`src/rtl/uart_host_pkg.sv`:
```
package uart_host_pkg;

  typedef enum logic [2:0] {
    RS_NONE, RS_DATA, RS_IER, RS_LCR, RS_MCR, RS_DLL, RS_DLM
  } rdSel_e;

  typedef struct packed {
    logic wrData;
    logic wrIer;
    logic wrLcr;
    logic wrMcr;
    logic wrDll;
    logic wrDlm;
  } regStrobes_t;

  localparam int unsigned OFS_DATA = 0;
  localparam int unsigned OFS_IER  = 1;
  localparam int unsigned OFS_LCR  = 3;
  localparam int unsigned OFS_MCR  = 4;

endpackage

```
`src/rtl/uart_bus_ctrl.sv`:
```
module uart_bus_ctrl
  import uart_host_pkg::*;
#(
  parameter int unsigned ADDR_W = 3
) (
  input  logic              clk,
  input  logic              rstMaster,
  input  logic              addrStrobeN,
  input  logic              selHiA,
  input  logic              selHiB,
  input  logic              selLoN,
  input  logic [ADDR_W-1:0] addr,
  input  logic              rdHi,
  input  logic              rdLoN,
  input  logic              wrHi,
  input  logic              wrLoN,
  input  logic              dlab,
  output regStrobes_t       strb,
  output rdSel_e            rdSel,
  output logic              drvDisableN
);

  logic [ADDR_W-1:0] latAddr;
  logic [2:0]        latSel;
  logic [ADDR_W-1:0] effAddr;
  logic [2:0]        effSel;
  logic              chipSel, rdAct, wrAct;

  // Address and selects are captured each clock edge while the strobe is low.
  // Once the strobe rises, the last captured values are held.
  always_ff @(posedge clk or posedge rstMaster) begin
    if (rstMaster) begin
      latAddr <= '0;
      latSel  <= 3'b001;
    end else if (!addrStrobeN) begin
      latAddr <= addr;
      latSel  <= {selHiA, selHiB, selLoN};
    end
  end

  assign effAddr = addrStrobeN ? latAddr : addr;
  assign effSel  = addrStrobeN ? latSel : {selHiA, selHiB, selLoN};
  assign chipSel = effSel[2] & effSel[1] & ~effSel[0];
  assign rdAct   = chipSel & (rdHi | ~rdLoN);
  assign wrAct   = chipSel & (wrHi | ~wrLoN);
  assign drvDisableN = ~rdAct;

  always_comb begin
    strb  = '0;
    rdSel = RS_NONE;
    case (int'(effAddr))
      OFS_DATA: begin
        if (dlab) begin strb.wrDll = wrAct; rdSel = RS_DLL; end
        else      begin strb.wrData = wrAct; rdSel = RS_DATA; end
      end
      OFS_IER: begin
        if (dlab) begin strb.wrDlm = wrAct; rdSel = RS_DLM; end
        else      begin strb.wrIer = wrAct; rdSel = RS_IER; end
      end
      OFS_LCR: begin strb.wrLcr = wrAct; rdSel = RS_LCR; end
      OFS_MCR: begin strb.wrMcr = wrAct; rdSel = RS_MCR; end
      default: ;
    endcase
    if (!rdAct) rdSel = RS_NONE;
  end

  // a single access never strobes two registers
  a_r4_one_strobe: assert property (@(posedge clk) disable iff (rstMaster)
    $onehot0(strb));

  // no register strobe while the device is not addressed
  a_r1_no_strobe_unselected: assert property (@(posedge clk) disable iff (rstMaster)
    drvDisableN && !(wrHi || !wrLoN) |-> strb == '0);

endmodule

```
`src/rtl/uart_reg_datapath.sv`:
```
module uart_reg_datapath
  import uart_host_pkg::*;
#(
  parameter int unsigned DATA_W = 8,
  localparam int unsigned DIV_W = 2 * DATA_W
) (
  input  logic              clk,
  input  logic              rstMaster,
  input  regStrobes_t       strb,
  input  rdSel_e            rdSel,
  input  logic [DATA_W-1:0] busWrData,
  output logic [DATA_W-1:0] rdData,
  output logic              dlab,
  output logic [DIV_W-1:0]  divisor,
  output logic              out1N,
  output logic              out2N
);

  logic [DATA_W-1:0] dataReg, ierReg, lcrReg, mcrReg, dllReg, dlmReg;

  always_ff @(posedge clk or posedge rstMaster) begin
    if (rstMaster) begin
      dataReg <= '0;
      ierReg  <= '0;
      lcrReg  <= '0;
      mcrReg  <= '0;
      dllReg  <= '0;
      dlmReg  <= '0;
    end else begin
      if (strb.wrData) dataReg <= busWrData;
      if (strb.wrIer)  ierReg  <= busWrData;
      if (strb.wrLcr)  lcrReg  <= busWrData;
      if (strb.wrMcr)  mcrReg  <= busWrData;
      if (strb.wrDll)  dllReg  <= busWrData;
      if (strb.wrDlm)  dlmReg  <= busWrData;
    end
  end

  assign dlab    = lcrReg[DATA_W-1];
  assign divisor = {dlmReg, dllReg};
  assign out1N   = ~mcrReg[2];
  assign out2N   = ~mcrReg[3];

  always_comb begin
    case (rdSel)
      RS_DATA: rdData = dataReg;
      RS_IER:  rdData = ierReg;
      RS_LCR:  rdData = lcrReg;
      RS_MCR:  rdData = mcrReg;
      RS_DLL:  rdData = dllReg;
      RS_DLM:  rdData = dlmReg;
      default: rdData = '0;
    endcase
  end

  // pins follow the stored control bits one edge after the write
  a_r7_out_pins: assert property (@(posedge clk) disable iff (rstMaster)
    strb.wrMcr |=> (out1N == !$past(busWrData[2])) && (out2N == !$past(busWrData[3])));

  // the data slot is never written while the divisor bank is open
  a_r4_bank: assert property (@(posedge clk) disable iff (rstMaster)
    strb.wrData |-> !dlab);

  // the divisor changes only through its own strobes
  a_r5_div_hold: assert property (@(posedge clk) disable iff (rstMaster)
    !strb.wrDll && !strb.wrDlm |=> $stable(divisor));

endmodule

```
`src/rtl/uart_baud_gen.sv`:
```
module uart_baud_gen #(
  parameter int unsigned DIV_W = 16
) (
  input  logic             clk,
  input  logic             rstMaster,
  input  logic [DIV_W-1:0] divisor,
  output logic             baudTick
);

  logic [DIV_W-1:0] cnt;

  always_ff @(posedge clk or posedge rstMaster) begin
    if (rstMaster) begin
      cnt      <= '0;
      baudTick <= 1'b0;
    end else if (divisor == '0) begin
      cnt      <= '0;
      baudTick <= 1'b0;
    end else if (cnt >= divisor - DIV_W'(1)) begin
      cnt      <= '0;
      baudTick <= 1'b1;
    end else begin
      cnt      <= cnt + DIV_W'(1);
      baudTick <= 1'b0;
    end
  end

  // a zero divisor stops the tick
  a_r9_zero_stop: assert property (@(posedge clk) disable iff (rstMaster)
    divisor == '0 |=> !baudTick);

  // the counter never passes the divisor it runs against
  a_r8_cnt_bound: assert property (@(posedge clk) disable iff (rstMaster)
    divisor != '0 |=> cnt < $past(divisor));

endmodule

```
`src/rtl/uart_host_regs.sv`:
```
module uart_host_regs
  import uart_host_pkg::*;
#(
  parameter int unsigned DATA_W = 8,
  parameter int unsigned ADDR_W = 3,
  localparam int unsigned DIV_W = 2 * DATA_W
) (
  input  logic              clk,
  input  logic              rstMaster,
  input  logic              addrStrobeN,
  input  logic              selHiA,
  input  logic              selHiB,
  input  logic              selLoN,
  input  logic [ADDR_W-1:0] addr,
  input  logic              rdHi,
  input  logic              rdLoN,
  input  logic              wrHi,
  input  logic              wrLoN,
  input  logic [DATA_W-1:0] dataIn,
  output logic [DATA_W-1:0] dataOut,
  output logic              drvDisableN,
  output logic              out1N,
  output logic              out2N,
  output logic              baudClk16x
);

  regStrobes_t      strb;
  rdSel_e           rdSel;
  logic             dlab;
  logic [DIV_W-1:0] divisor;

  uart_bus_ctrl #(.ADDR_W(ADDR_W)) uCtrl (
    .clk(clk), .rstMaster(rstMaster), .addrStrobeN(addrStrobeN),
    .selHiA(selHiA), .selHiB(selHiB), .selLoN(selLoN), .addr(addr),
    .rdHi(rdHi), .rdLoN(rdLoN), .wrHi(wrHi), .wrLoN(wrLoN),
    .dlab(dlab), .strb(strb), .rdSel(rdSel), .drvDisableN(drvDisableN)
  );

  uart_reg_datapath #(.DATA_W(DATA_W)) uData (
    .clk(clk), .rstMaster(rstMaster), .strb(strb), .rdSel(rdSel),
    .busWrData(dataIn), .rdData(dataOut), .dlab(dlab), .divisor(divisor),
    .out1N(out1N), .out2N(out2N)
  );

  uart_baud_gen #(.DIV_W(DIV_W)) uBaud (
    .clk(clk), .rstMaster(rstMaster), .divisor(divisor), .baudTick(baudClk16x)
  );

  // driver disable is high whenever the read data bus is idle-zero by deselect
  a_r6_drv_idle: assert property (@(posedge clk) disable iff (rstMaster)
    !(rdHi || !rdLoN) |-> drvDisableN && dataOut == '0);

endmodule

```
`config.mk`:
```
export PLATFORM = sky130hd
export DESIGN_NAME = uart_host_regs
export DESIGN_NICKNAME = d
export VERILOG_FILES = /design/src/rtl/uart_host_pkg.sv /design/src/rtl/uart_bus_ctrl.sv /design/src/rtl/uart_reg_datapath.sv /design/src/rtl/uart_baud_gen.sv /design/src/rtl/uart_host_regs.sv
export SDC_FILE = /design/constraint.sdc
export NUM_CORES = 1
export LEC_CHECK = 0
export BUFFER_PORTS_ARGS = -buffer_cell sky130_fd_sc_hd__buf_2
export CAP_MARGIN = 20
export CORE_MARGIN = 1.5
export CORE_UTILIZATION = 35
export CTS_BUF_LIST = sky130_fd_sc_hd__clkbuf_4 sky130_fd_sc_hd__clkbuf_8
export DETAILED_ROUTE_END_ITERATION = 8
export SLEW_MARGIN = 20
export SYNTH_ARGS = -nofsm -noshare
export SYNTH_HDL_FRONTEND = slang
export SYNTH_SLANG_ARGS = --single-unit
```
`constraint.sdc`:
```
create_clock -name clk -period 7.39 [get_ports clk]
set_input_delay 0.739 -clock clk [delete_from_list [all_inputs] [get_ports clk]]
set_output_delay 0.739 -clock clk [all_outputs]
set_load 0.005 [all_outputs]
```
# Yosys cells after proc, flatten, opt, wreduce, memory -nomap -nowiden
# Index checks and enable logic that the tools add are counted.
word_totals:
  ff_bits: 71
op_classes:
  add_sub_neg: 2
  magnitude_cmp: 1
  n_eq_ne: 9
  mux: 19
  bitwise_logic: 12
  n_reduce_logical: 2
ops:
  columns: ["operator", "count"]
  rows:
  - ["8-bit case mux with 6 select lines", 1]
  - ["16-bit 2-to-1 mux", 2]
  - ["16-bit by 1-bit adder with 16-bit output, second input constant", 1]
  - ["16-bit >= comparator", 1]
  - ["16-bit logical NOT", 1]
  - ["16-bit by 1-bit subtractor with 16-bit output, second input constant", 1]
  - ["3-bit 2-to-1 mux", 5]
  - ["3-bit equality test, second input constant", 4]
  - ["3-bit case mux with 4 select lines", 1]
  - ["1-bit 2-to-1 mux", 10]
  - ["3-bit by 2-bit equality test with 1-bit output, second input constant", 3]
  - ["3-bit by 1-bit equality test with 1-bit output, second input constant", 2]
  - ["1-bit NOT", 6]
  - ["1-bit AND", 4]
  - ["3-bit logical NOT", 1]
  - ["1-bit OR", 2]

# Logic depth before layout (Yosys ltp)
# Gate-level depths: netlist of run 1.
depth:
  depth_word: 7
  depth_mapped: 13
  mapped_depth_nobuf: 12

# Cells and area by module
# From an unflattened synthesis of run 1, not the netlist that was laid out.
unflattened:
  hier_cells: 368
  area_unflattened_um2: 4201.5
by_module_without_submodules:
  columns: ["module", "n_inst", "cells_each", "area_per_inst_um2", "seq_area_each_um2"]
  rows:
  - ["uart_reg_datapath", 1, 168, 2269.7, 1201.2]
  - ["uart_baud_gen", 1, 156, 1471.4, 425.4]
  - ["uart_bus_ctrl", 1, 44, 460.4, 151.4]

# Worst setup path after synthesis of run 1
# Ideal clock, no wire load.
synth_path:
  path_kind: "in2out"
  startpoint: "input addrStrobeN"
  endpoint: "output dataOut[0]"
  arrival_time_ps: 2195
  required_time_ps: 6651
  slack_ps: 4456
  cell_stages: 6
  path_buffers: 1
  cell_sequence: "buf_2 mux2i_2 o211ai_1 nor3b_1 a22oi_1 nand3_1"
synth_between:
  elab_chain_len: 7
synth_lines:
  columns: ["element", "line_no", "source"]
  rows:
  - ["from (decl)", "uart_host_regs.sv:10", "input logic addrStrobeN,"]
  - ["branches (longest 4 deep; another with 3-bit case mux with 4 select lines)", null, null]
  - ["3-bit 2-to-1 mux (*)", "uart_bus_ctrl.sv:64", "if (!rdAct) rdSel = RS_NONE;"]
  - ["3-bit equality test (tied with other cells)", "uart_reg_datapath.sv:45", "case (rdSel)"]
  - ["8-bit case mux with 6 select lines (*)", "uart_reg_datapath.sv:45", null]
  - ["to (decl)", "uart_host_regs.sv:20", "output logic [DATA_W-1:0] dataOut,"]
# Every way passes the cells marked *.

# Final worst setup path of run 1
layout_path:
  startpoint: "input addrStrobeN"
  endpoint: "output dataOut[4]"
layout_between:
  elab_chain_len: 7
layout_lines:
  columns: ["element", "line_no", "source"]
  rows:
  - ["3-bit 2-to-1 mux (*)", "uart_bus_ctrl.sv:42", "assign effSel = addrStrobeN ? latSel : {selHiA, selHiB, selLoN};"]
  - ["net uCtrl.effSel[0]", "uart_bus_ctrl.sv:26", "logic [2:0] effSel;"]
  - ["1-bit NOT (*)", "uart_bus_ctrl.sv:43", "assign chipSel = effSel[2] & effSel[1] & ~effSel[0];"]
  - ["1-bit AND (*)", "uart_bus_ctrl.sv:43", null]
  - ["1-bit AND (*)", "uart_bus_ctrl.sv:44", "assign rdAct = chipSel & (rdHi | ~rdLoN);"]
  - ["3-bit 2-to-1 mux (*)", "uart_bus_ctrl.sv:64", null]
  - ["3-bit equality test (tied with other cells)", "uart_reg_datapath.sv:45", null]
  - ["8-bit case mux with 6 select lines (*)", "uart_reg_datapath.sv:45", null]
# Mark *: on every way through the listed nets, which the timed path passes. The rest lies on a longest branch.

==> metrics.yaml, run 1 <==
synthesis:
  async_flop_share: 1.000
  ys_seq_area_frac: 0.4464
  syn_inst: 359
  synth_cell_types: 51
  ys.flop_type: "dfrtp_1"
  netlist_area_um2: 3983
  syn_area_per_cell_um2: 11.09
  yosys_warnings: 0
  synth_edf_count: 0
  ys_ff_latch: 71
  syn_nets: 398
floorplanning:
  start_util: 0.3626
  die_area_um2: 12030
  die_h_um: 109.7
  io_pins: 33
  die_w_um: 109.7
  core_area_um2: 10980
  fp-row-count: 38
timing:
  timing.fmax_mhz: 274.7
  fin_crit_sh: 0.4927
  slew_headroom: 0.3089
  grt_setup_unrepaired: "no"
  setup_viol: 0
  maxSlewViolCount: 0
  finalClockSkew_ns: 0.005819
  tightest_slew_ns: 1.028
  hold_viol: 0
  layout_min_cycle_time_ns: 3.641
  fin_setup_tns_ns: 0
global_routing:
  grt_max_degree: 72
  busiest_layer: "met2"
  use_met1: 0.2145
  grt_use_met3: 0.02608
  grt_pass1_wl_um: 14550
  overflow: 0
  antenna_found_initial: 0
  grtUsageTotal: 0.1586
  grt_pass1_vias: 2913
  grtUsageMet2: 0.2484
layout:
  syn_to_final_growth_pct: 12.63
  final_area_um2: 4486
  fin_nets: 435
  num_antenna_cells: 0
  utilization: 0.4084
  layout-drive-gt1-share: 0.3117
worst_setup_path:
  critPathRequiredTime_ns: 6.65
  critical_path_class: "input pin to output port"
  worstPathArrival_ns: 2.90
  cp_max_fo: 20
  startpoint_type: "input pin"
  endpoint_kind: "output port"
outcome:
  status: "finished, final reports clean"
drt:
  first_pass_iters: 4
  wl_um: 8550
  routedWlPerCell_um: 15.80
  drt.antenna.violating_nets: 0
  via_per_inst: 5.257
  vias: 2844
  drc: 0
  drt-initial-drc-count: 146
clock_network:
  post_cts_buffers: 0
  cts_resized: 0
  cts_tree: "built"
  htree_levels: 3
  clk_pin_slew_ns: 0.07
  clkSinkCount: 71
  root_buffer: "clkbuf_8"
  hold_buffers: 0
  clock_path_buffers: 2
  cts_buffers: 9
  clk_latency_ns: 0.35
pwr:
  power_uw: 1090
  power.density_nw_per_um2: 243.0
  p_leak_uw: 0.002141
  irDropWorstVdd_v: 0.0001315
placement:
  place_area_um2: 4279
  globalplace.congestion: 0.7585
  dp_hpwl_um: 6138
  numPortBuffers: 32
run:
  maxCapViolCount: 0
worst_hold_path:
  hold_class: "flip-flop to flip-flop"
cell families (layout without fill, tap and decap cells):
family / count (synthesis) / count (layout) / share of synthesized area
xor gates and xnor gates: 27 / 27 / 0.05938
buffers and inverters: 20 / 62 / 0.02576
and+or+nand+nor: 122 / 122 / 0.1753
adders and majority gates: 18 / 18 / 0.05655
DFF: 71 / 71 / 0.4464
muxes: 52 / 52 / 0.1477
AOI/OAI and AO/OA: 49 / 49 / 0.08891
registers in the layout, indices dropped and copies added (netlist names):
signal,flops
uData.mcrReg,8
uData.ierReg,8
uBaud.baudTick,1
uCtrl.latSel,3
uData.dllReg,8
uBaud.cnt,16
uData.dataReg,8
uCtrl.latAddr,3
uData.lcrReg,8
uData.dlmReg,8
power by group:
part / internal [µW] / switching [µW] / total [µW]
Combinational: 126 / 144 / 270
Sequential: 452 / 51.0 / 503
Clock: 162 / 155 / 317
worst max-delay path: stages:
cell and delay (ns):
buf_2 0.30, mux2i_2 0.35, inv_1 0.10, a221o_1 0.33, nor2_1 0.60, a22oi_1 0.21, nand3_1 0.16, buf_2 0.12
layer usage:
layer / vias to the layer above / wire length (µm)
met5: - / 0
met4: 0 / 180
met2: 37 / 3869
met1: 1394 / 4292
met3: 15 / 208
li1: 1398 / -
through the flow:
step	worst slack (ns)	hold slack, ns	cells
global placement	3.772	0.4898	525
floorplan	4.456	0.4798	359
CTS	3.756	0.5132	541
global route	3.574	0.5202	541
detailed placement	3.755	0.4949	525
finish	3.749	0.5124	541
cell usage after synthesis (2+ instances only):
cell type  number  area, µm²
nand3b_1        3      22.52
nor4_1          7      43.79
nor3b_1         7      52.55
nand2_1        15      56.30
ha_1           18      225.2
a31oi_1         2      12.51
a22oi_1        23      172.7
nor2_1         29      108.9
and3_1          2      12.51
nand2b_1        2      12.51
a21oi_1         4      20.02
inv_1          12      45.04
nor3_2          3      30.03
or3_1           3      18.77
buf_2           3      15.01
nor2b_1         2      12.51
nand3_1        15      75.07
xnor2_1        14      122.6
o21ai_0         5      25.02
nand2_2        10      62.56
nor4bb_1        2      20.02
nor3_1         10      50.05
o211ai_1        4      30.03
a211o_1         2      17.52
dfrtp_1        70       1752
clkbuf_1        2      7.510
xor2_1         13      113.9
mux2_2         51      574.3
nand4_1         3      18.77
a211oi_1        2      15.01
cell usage in the layout (no fill, tap or decap), types with 5 or more instances in the layout:
master | netlist | routed
a22oi_1 | 23 | 23
buf_2 | 3 | 32
clkbuf_8 | 0 | 9
dfrtp_1 | 70 | 70
ha_1 | 18 | 18
inv_1 | 12 | 11
mux2_2 | 51 | 51
nand2_1 | 15 | 15
nand2_2 | 10 | 10
nand3_1 | 15 | 15
nor2_1 | 29 | 29
nor3_1 | 10 | 9
nor3b_1 | 7 | 7
nor4_1 | 7 | 7
o21ai_0 | 5 | 5
xnor2_1 | 14 | 14
xor2_1 | 13 | 13
worst paths after layout:
kind	start	end	slack [ns]	cells after the start
worst max register to register	uData.dllReg[1]	uBaud.baudTick	4.08	11
min in group asynchronous	rstMaster	uBaud.baudTick	0.66	3
worst min-delay path	uData.ierReg[0]	uData.ierReg[0]	0.51	1
worst max-delay path	addrStrobeN	dataOut[4]	3.75	8
max in group asynchronous	rstMaster	uData.ierReg[6]	6.14	3
worst min register to register	uData.ierReg[0]	uData.ierReg[0]	0.51	1
area by class of cell:
type / count / area (µm²)
flip-flops and latches: 71 / 1778
multi-input cells: 268 / 2111
clock buffers: 10 / 131.4
inverters: 12 / 45.04
well taps: 140 / 175.2
clock inverters: 6 / 70.07
fillers: 1057 / 6497
repair buffers: 34 / 175.2
No activity file was read; power rests on OpenSTA's default activity.
==> inputs of run 2 (changes only) <==
- clock period: 7.39 -> 3.61 ns (I/O delays scaled with it)
==> metrics.yaml, run 2 (synthesized netlist as in run 1, its figures left out) <==
outcome:
  status: "finished, final reports clean"
layout:
  final_cell_mix: "dfrtp_1, mux2_2, buf_2"
  num_antenna_cells: 0  # unchanged
  largest_reg_flops: 16  # unchanged
  fin_nets: 440  # +1.1%
  layout-drive-gt1-share: 0.3202  # +0.008476
  layout_commonest_cell: "dfrtp_1"
  stdcell_count: 546  # +0.92%
  syn_to_final_growth_pct: 13.63
  max_flop_register: "uBaud.cnt"
clock_network:
  hold_buffers: 0  # unchanged
  cts_resized: 0  # unchanged
  cts_tree: "built"
  clk_pin_slew_ns: 0.08  # about the same
  cts_buffers: 9  # unchanged
  clock_path_buffers: 2  # unchanged
  root_buffer: "clkbuf_8"
  clkSinkCount: 71  # unchanged
  post_cts_buffers: 0  # unchanged
  clk_latency_ns: 0.35  # about the same
  htree_levels: 3  # unchanged
floorplanning:
  start_util: 0.3626  # unchanged
  die_area_um2: 12030  # unchanged
  die_h_um: 109.7  # unchanged
  io_pins: 33  # unchanged
  fp-row-count: 38  # unchanged
  die_w_um: 109.7  # unchanged
  core_area_um2: 10980  # unchanged
worst_setup_path:
  worstPathArrival_ns: 3.45  # +0.55 ns
  startpoint_type: "flip-flop"
  cp_max_fo: 17  # -15%
  slowest_stage: "nor4_1"
  critical_path_class: "flip-flop to flip-flop"
  critPathMaxStageDelay_ns: 0.44  # -0.16 ns
  critPathRequiredTime_ns: 3.86  # -2.79 ns
  crit_chain: "nor4_1 > nand3b_1 > or3_1 > nor3_1 > xnor2_1 > ha_1 > a21oi_1 > o21ai_0 > a211oi_1 > o21ai_2 > and2_1"
  endpoint_kind: "flip-flop"
placement:
  placed_cells: 530  # +0.95%
  dp_slack_ns: 0.4468  # -3.308 ns
  numPortBuffers: 32  # unchanged
  dp_hpwl_um: 6279  # +2.3%
  globalplace.congestion: 0.7849  # +3.5%
timing:
  fin_setup_tns_ns: 0  # unchanged
  timing.fmax_mhz: 311.7
  worst_slack_ns: 0.4020  # -3.347 ns
  finalClockSkew_ns: 0.01110  # +0.005283 ns
  hold_ws_ns: 0.07564  # -0.4368 ns
  grt_setup_unrepaired: "no"
  slew_headroom: 0.3468  # +0.03783
  tightest_slew_ns: 0.9746  # -0.05350 ns
  layout_min_cycle_time_ns: 3.208
  hold_viol: 0  # unchanged
  setup_viol: 0  # unchanged
  maxSlewViolCount: 0  # unchanged
  fin_crit_sh: 0.8887
pwr:
  irDropWorstVdd_v: 0.0003676  # +180%
  power_uw: 2251  # +110%
  power.density_nw_per_um2: 497.4  # +100%
  p_leak_uw: 0.002164  # +1.1%
global_routing:
  antenna_found_initial: 0  # unchanged
  overflow: 0  # unchanged
  grt_max_degree: 44  # -39%
  grt_pass1_vias: 2986  # +2.5%
  grtUsageTotal: 0.1624  # +0.003797
  grt_pass1_wl_um: 14930  # +2.6%
drt:
  via_per_inst: 5.332  # +1.4%
  drt.antenna.violating_nets: 0  # unchanged
  wl_um: 8725  # +2.0%
  routedWlPerCell_um: 15.98  # +1.1%
  first_pass_iters: 4  # unchanged
  vias: 2911  # +2.4%
  drc: 0  # unchanged
  drt-initial-drc-count: 112  # -23%
run:
  maxCapViolCount: 0  # unchanged
worst_hold_path:
  hold_class: "input pin to asynchronous set/reset pin"
## run 2: metrics by stage
| step | area [µm²] | util |
|---|---|---|
| after floorplan | 3983 | - |
| after global placement | 4313 | 0.3927 |
| after detailed placement | 4322 | 0.3935 |
| after CTS | 4526 | 0.4121 |
| after global routing | 4526 | 0.4121 |
| final | 4526 | 0.4121 |
## run 2: layer usage
metal	GRT usage	wire length, µm	vias up
met2	0.2689	4121	46
met5	0	0	-
met3	0.02490	254	15
li1	-	-	1401
met4	0.05751	151	0
met1	0.2151	4197	1449
## run 2: final cells by class
class	count	area (µm²)
clock buffers	9	123.9
clock inverters	7	80.08
fillers	1050	6457
inverters	12	45.04
multi-input cells	268	2111
flip-flops and latches	71	1778
well taps	140	175.2
repair buffers	39	212.7
## run 2: final timing paths
| kind | cells past startpoint | to | startpoint | slack [ns] |
|---|---|---|---|---|
| setup / recovery | 11 | uBaud.baudTick | uData.dllReg[0] | 0.40 |
| hold / removal | 2 | uBaud.cnt[2] | rstMaster | 0.08 |
| setup reg to reg | 11 | uBaud.baudTick | uData.dllReg[0] | 0.40 |
| hold reg to reg | 1 | uData.ierReg[2] | uData.ierReg[2] | 0.51 |
| max in group asynchronous | 3 | uData.dlmReg[2] | rstMaster | 2.56 |
| min in group clk | 2 | uCtrl.latSel[1] | selHiB | 0.28 |
## run 2: worst max-delay path: cells and delay by family, from the launching register on
kind	cells	cell delay (ns)
AO/OA/AOI/OAI	4	0.80
adder cells (fa/ha/maj)	1	0.27
AND/OR/NAND/NOR	5	1.45
XOR/XNOR	1	0.16
flip-flops	1	0.42
## run 2: where the power goes
group          internal [µW]  switching [µW]
logic                    264             294
registers                925             103
clock network            327             338
